$ cat config.mk
export PLATFORM = sky130hd
export DESIGN_NAME = enc_len_ctrl
export DESIGN_NICKNAME = d
export VERILOG_FILES = /design/src/rtl/enc_len_pkg.sv /design/src/rtl/quad_step_dec.sv /design/src/rtl/btn_debounce.sv /design/src/rtl/setting_store.sv /design/src/rtl/len_mod_calc.sv /design/src/rtl/enc_len_ctrl.sv
export SDC_FILE = /design/constraint.sdc
export NUM_CORES = 1
export LEC_CHECK = 0
export BUFFER_PORTS_ARGS = -buffer_cell sky130_fd_sc_hd__buf_2
export CAP_MARGIN = 20
export CORE_ASPECT_RATIO = 1.4
export CORE_MARGIN = 8
export CORE_UTILIZATION = 30
export CTS_CLUSTER_SIZE = 12
export DETAILED_ROUTE_END_ITERATION = 10
export PLACE_DENSITY_LB_ADDON = 0.12
export SYNTH_ARGS = -nofsm -noshare
export SYNTH_HDL_FRONTEND = slang
export SYNTH_SLANG_ARGS = --single-unit
$ cat constraint.sdc
create_clock -name clk -period 16.9 [get_ports clk]
set_input_delay 2.535 -clock clk [delete_from_list [all_inputs] [get_ports clk]]
set_output_delay 2.535 -clock clk [all_outputs]
set_load 0.03 [all_outputs]
$ cat src/rtl/enc_len_pkg.sv
package enc_len_pkg;
  typedef enum logic {
    EDIT_BASE  = 1'b0,
    EDIT_DEPTH = 1'b1
  } edit_mode_e;
endpackage

$ cat src/rtl/quad_step_dec.sv
module quad_step_dec (
  input  logic clk,
  input  logic rst_n,
  input  logic enc_a,
  input  logic enc_b,
  output logic step_up,
  output logic step_dn
);
  logic [1:0] a_sync, b_sync;
  logic [1:0] ab_prev;
  logic [1:0] ab_cur;

  // forward neighbour in the Gray cycle 00 -> 01 -> 11 -> 10 -> 00
  function automatic logic [1:0] gray_fwd(input logic [1:0] s);
    case (s)
      2'b00:   return 2'b01;
      2'b01:   return 2'b11;
      2'b11:   return 2'b10;
      default: return 2'b00;
    endcase
  endfunction

  assign ab_cur  = {a_sync[1], b_sync[1]};
  assign step_up = (ab_cur == gray_fwd(ab_prev));
  assign step_dn = (ab_prev == gray_fwd(ab_cur));

  always_ff @(posedge clk or negedge rst_n) begin
    if (!rst_n) begin
      a_sync  <= '0;
      b_sync  <= '0;
      ab_prev <= '0;
    end else begin
      a_sync  <= {a_sync[0], enc_a};
      b_sync  <= {b_sync[0], enc_b};
      ab_prev <= ab_cur;
    end
  end
endmodule

$ cat src/rtl/btn_debounce.sv
module btn_debounce #(
  parameter int DEB_CYC = 16
) (
  input  logic clk,
  input  logic rst_n,
  input  logic btn_raw,
  output logic press
);
  localparam int CNT_W = $clog2(DEB_CYC + 1);
  localparam logic [CNT_W-1:0] CNT_LAST = CNT_W'(DEB_CYC - 1);

  logic [1:0]       btn_sync;
  logic             btn_stable;
  logic [CNT_W-1:0] diff_cnt;
  logic             accept;

  assign accept = (btn_sync[1] != btn_stable) && (diff_cnt == CNT_LAST);

  always_ff @(posedge clk or negedge rst_n) begin
    if (!rst_n) begin
      btn_sync   <= '0;
      btn_stable <= 1'b0;
      diff_cnt   <= '0;
      press      <= 1'b0;
    end else begin
      btn_sync <= {btn_sync[0], btn_raw};
      press    <= accept && btn_sync[1];
      if (btn_sync[1] == btn_stable) begin
        diff_cnt <= '0;
      end else if (accept) begin
        btn_stable <= btn_sync[1];
        diff_cnt   <= '0;
      end else begin
        diff_cnt <= diff_cnt + 1'b1;
      end
    end
  end
endmodule

$ cat src/rtl/setting_store.sv
module setting_store
  import enc_len_pkg::*;
#(
  parameter int LEN_W     = 7,
  parameter int DEP_W     = 7,
  parameter int LEN_MIN   = 1,
  parameter int LEN_MAX   = 64,
  parameter int DEPTH_MAX = 99,
  parameter int BASE_RST  = 16
) (
  input  logic             clk,
  input  logic             rst_n,
  input  logic             step_up,
  input  logic             step_dn,
  input  logic             press,
  output edit_mode_e       mode,
  output logic [LEN_W-1:0] base_len,
  output logic [DEP_W-1:0] depth
);
  // saturating +/-1 on an int value
  function automatic int sat_step(input int v, input logic up, input logic dn,
                                  input int lo, input int hi);
    if (up && v < hi) return v + 1;
    if (dn && v > lo) return v - 1;
    return v;
  endfunction

  always_ff @(posedge clk or negedge rst_n) begin
    if (!rst_n) begin
      mode     <= EDIT_BASE;
      base_len <= LEN_W'(BASE_RST);
      depth    <= '0;
    end else begin
      if (press) mode <= (mode == EDIT_BASE) ? EDIT_DEPTH : EDIT_BASE;
      if (mode == EDIT_BASE)
        base_len <= LEN_W'(sat_step(int'(base_len), step_up, step_dn, LEN_MIN, LEN_MAX));
      else
        depth <= DEP_W'(sat_step(int'(depth), step_up, step_dn, 0, DEPTH_MAX));
    end
  end
endmodule

$ cat src/rtl/len_mod_calc.sv
module len_mod_calc #(
  parameter int LEN_W     = 7,
  parameter int DEP_W     = 7,
  parameter int CV_W      = 8,
  parameter int LEN_MIN   = 1,
  parameter int LEN_MAX   = 64,
  parameter int BASE_RST  = 16
) (
  input  logic                   clk,
  input  logic                   rst_n,
  input  logic [LEN_W-1:0]       base_len,
  input  logic [DEP_W-1:0]       depth,
  input  logic signed [CV_W-1:0] cv,
  output logic [LEN_W-1:0]       eff_len
);
  // full-scale CV times 100 percent spans the whole length range
  localparam int DEN = (2 ** (CV_W - 1)) * 100;

  function automatic int mod_offset(input int n);
    int mag;
    int q;
    mag = (n < 0) ? -n : n;
    q   = (mag * LEN_MAX + DEN / 2) / DEN;
    return (n < 0) ? -q : q;
  endfunction

  function automatic int clamp_len(input int v);
    if (v < LEN_MIN) return LEN_MIN;
    if (v > LEN_MAX) return LEN_MAX;
    return v;
  endfunction

  int sum_len;
  always_comb sum_len = int'(base_len) + mod_offset(int'(cv) * int'(depth));

  always_ff @(posedge clk or negedge rst_n) begin
    if (!rst_n) eff_len <= LEN_W'(BASE_RST);
    else        eff_len <= LEN_W'(clamp_len(sum_len));
  end
endmodule

$ cat src/rtl/enc_len_ctrl.sv
module enc_len_ctrl
  import enc_len_pkg::*;
#(
  parameter int LEN_MIN   = 1,
  parameter int LEN_MAX   = 64,
  parameter int DEPTH_MAX = 99,
  parameter int BASE_RST  = 16,
  parameter int DEB_CYC   = 16,
  parameter int CV_W      = 8,
  localparam int LEN_W    = $clog2(LEN_MAX + 1),
  localparam int DEP_W    = $clog2(DEPTH_MAX + 1),
  localparam int DISP_W   = (LEN_W > DEP_W) ? LEN_W : DEP_W
) (
  input  logic                   clk,
  input  logic                   rst_n,
  input  logic                   enc_a,
  input  logic                   enc_b,
  input  logic                   enc_btn,
  input  logic signed [CV_W-1:0] cv,
  output logic [LEN_W-1:0]       eff_len,
  output logic [DISP_W-1:0]      disp_val,
  output logic                   disp_dot
);
  logic             step_up, step_dn, press;
  edit_mode_e       mode;
  logic [LEN_W-1:0] base_len;
  logic [DEP_W-1:0] depth;

  quad_step_dec u_dec (
    .clk(clk), .rst_n(rst_n), .enc_a(enc_a), .enc_b(enc_b),
    .step_up(step_up), .step_dn(step_dn)
  );

  btn_debounce #(.DEB_CYC(DEB_CYC)) u_deb (
    .clk(clk), .rst_n(rst_n), .btn_raw(enc_btn), .press(press)
  );

  setting_store #(
    .LEN_W(LEN_W), .DEP_W(DEP_W), .LEN_MIN(LEN_MIN), .LEN_MAX(LEN_MAX),
    .DEPTH_MAX(DEPTH_MAX), .BASE_RST(BASE_RST)
  ) u_set (
    .clk(clk), .rst_n(rst_n), .step_up(step_up), .step_dn(step_dn),
    .press(press), .mode(mode), .base_len(base_len), .depth(depth)
  );

  len_mod_calc #(
    .LEN_W(LEN_W), .DEP_W(DEP_W), .CV_W(CV_W), .LEN_MIN(LEN_MIN),
    .LEN_MAX(LEN_MAX), .BASE_RST(BASE_RST)
  ) u_calc (
    .clk(clk), .rst_n(rst_n), .base_len(base_len), .depth(depth),
    .cv(cv), .eff_len(eff_len)
  );

  assign disp_dot = (mode == EDIT_DEPTH);
  assign disp_val = disp_dot ? DISP_W'(depth) : DISP_W'(base_len);
endmodule

==> qor.txt <==
Post-CTS Setup Bufs: 0
FILL cells: 2702
Worst setup EP type: register
Buf/Inv on CP: 4
area fraction of the dominant cell type after synthesis: 0.124
final worst path period need: 15.63 ns
synth unique cells: 107
Pwr Density: 50.7 mW/mm^2
vias per std cell: 5.26
slowest stage delay, CP: 0.61 ns
RSZ-0062 raised after global routing: false
Syn Std Cell Area: 0.00757 mm^2
Final ANT Viol Nets: 0
sequential area share after synthesis: 0.123
Core ar.: 0.0251 mm^2
number of global-route vias before repair: 6808
I/O pin count: 28
Worst Clk Skew: 0.00426 ns
top fanout value on the critical path: 14
Net count, final: 1050
Sink Count: 37
worst min path class: reg -> reg
register area: 928 um^2
design area: 0.00818 mm^2
Worst slew margin: 0.290
area growth from synthesis to final layout: 8.08%
Initial Utilization: 0.301
Final Hold Viols: 0
die width: 150 um
Synth Register Bits: 37
Hold Startpoint: u_dec.b_sync[0]
Initial DRT Pass Iterations: 4
Startpoint Class: input pin
CTS tree: yes
DR iter-0 viols: 289
Multi-input gate area: 0.00612 mm^2
crit path DAT: 15.83 ns
first-pass GRT wire length: 34.5 mm
CTS root buf: clkbuf_16
port buffer count: 27
Mapped Nets: 1038
initial antenna violation count: 0
GRT Overall Usage: 0.134
Synth top cells by count: 104 x inv_1, 65 x nor2_1, 63 x nand2_1
Slew Limit Fails: 0
CTS Hold Bufs: 0
CP Launch Point: cv[7]
Detail Placement HPWL: 16.6 mm
number of buffers created by CTS: 5
CTS clk-pin slew, worst paths: 0.06 ns
CP Data Required Time: 17.10 ns
setup tns final: 0 ns
cell family with most CP delay: compound AO/OA/AOI/OAI gates
status: finished, final reports clean
top_reg_cell synth: dfrtp_1
grt total ovfl: 0
number of synthesized flops with an enable pin: 0
Cell Area, Placed: 0.00804 mm^2
measured slew at the worst slew-check pin: 1.06 ns
pin count of the biggest net entering global routing: 38
Placer Congestion: 0.834
drt total wl: 20.3 mm
Inserted Diodes: 0
die span in y: 204 um
die area: 0.0306 mm^2
worst r2r src: u_set.depth[2]
Synth Instances: 928
most area-consuming cells after synthesis: fa_1 12%, dfrtp_1 12%, ha_1 8.3%, inv_1 5.2%, xnor2_1 5.1%
Ys Warns: 0
# H-tree levels: 2
slowest library cell on the worst path: fa_1
Place WS: 0.994 ns
# resized after CTS: 0
most frequent cell after synthesis: inv_1
DR DRC count: 0
# setup viols final: 0
leakage power: 3.66 nW
Post-synth ARST share: 1.00
Clock Latency Late Sink: 0.27 ns
DR vias: 6628
Avg WL per Cell: 16.1 um
period utilisation layout: 0.925
post-synth top area cell: fa_1
fmax: 64.0 MHz
max_cap viols: 0
crit path kind: in -> reg
peak supply drop: 0.0438 mV
share of cells above drive strength 1: 0.113
Mean Syn Cell Area: 8.16 um^2
Max clock buf depth: 2
Final Worst Setup Slack: 1.27 ns
row count: 69
[routing by layer]
metal	routed length (um)	GRT usage	up-vias
li1	-	-	3333
met4	364	0.0283	0
met3	391	0.00908	22
met2	10600	0.250	95
met1	9020	0.164	3178
met5	0	0	-
[logic make-up (layout without fill, tap and decap cells)]
family          Yosys count  in the layout  share of synthesized area
buf+inv                 136            149                     0.0706
compound gates          247            247                      0.246
mux                      19             19                     0.0274
simple gates            304            304                      0.212
fa+ha+maj               102            102                      0.214
flops                    37             37                      0.123
xor+xnor                 83             83                      0.108
[through the flow]
| step | cells | hold slack [ns] | utilization | power [mW] |
|---|---|---|---|---|
| 3_5_place_dp | 1252 | 0.335 | 0.320 | 0.329 |
| 5_1_grt | 1260 | 0.348 | 0.326 | 0.450 |
| 4_1_cts | 1260 | 0.348 | 0.326 | 0.422 |
| 6_report | 1260 | 0.347 | 0.326 | 0.415 |
| 2_1_floorplan | 928 | 0.331 | - | 0.274 |
| 3_3_place_gp | 1252 | 0.333 | 0.320 | 0.331 |
[worst register-to-register path, delay by kind of cell (launching register included)]
kind	cells	cell delay (ns)
adders and majority gates	9	3.82
buffers and inverters	3	0.14
DFF	1	0.73
and+or+nand+nor	7	1.79
xor gates and xnor gates	4	0.97
muxes	2	0.77
AOI/OAI and AO/OA	24	5.75
[layout by cell type, fill, tap and decap left out, types with 32 or more instances in the layout]
cell	n
dfrtp_1	35
xnor2_1	43
a21oi_1	49
fa_1	47
nand3_1	32
nand2_1	63
ha_1	50
inv_1	104
and2_1	46
o21ai_0	33
nor2_1	65
[state kept, by name, indices dropped and copies added (netlist names)]
name,count
u_calc.eff_len,7
u_set.base_len,7
u_set.depth,7
u_deb.diff_cnt,5
u_deb.btn_sync,2
u_dec.a_sync,2
u_dec.ab_prev,2
u_dec.b_sync,2
u_deb.btn_stable,1
u_deb.press,1
u_set.mode,1
[where the power goes]
group	internal [mW]	total (mW)	switching (mW)
logic	0.0715	0.193	0.121
registers	0.108	0.132	0.0242
clock network	0.0540	0.0897	0.0357
[worst paths after layout]
| kind | end | slack (ns) | cells after the start |
|---|---|---|---|
| worst max-delay path | u_calc.eff_len[0] | 1.27 | 50 |
| worst min-delay path | u_dec.b_sync[1] | 0.35 | 0 |
| worst max register to register | u_calc.eff_len[0] | 2.82 | 49 |
| worst min register to register | u_dec.b_sync[1] | 0.35 | 0 |
| max in group asynchronous | u_calc.eff_len[0] | 14.00 | 1 |
| min in group asynchronous | u_deb.diff_cnt[3] | 2.37 | 1 |
[cell type report]
type,count,area share
multi-input cells,755,0.747
flip-flops and latches,37,0.113
well taps,319,0.0488
inverters,105,0.0482
repair buffers,36,0.0248
clock buffers,5,0.0153
clock inverters,3,0.00214
Power figures use the tool's default switching activity.
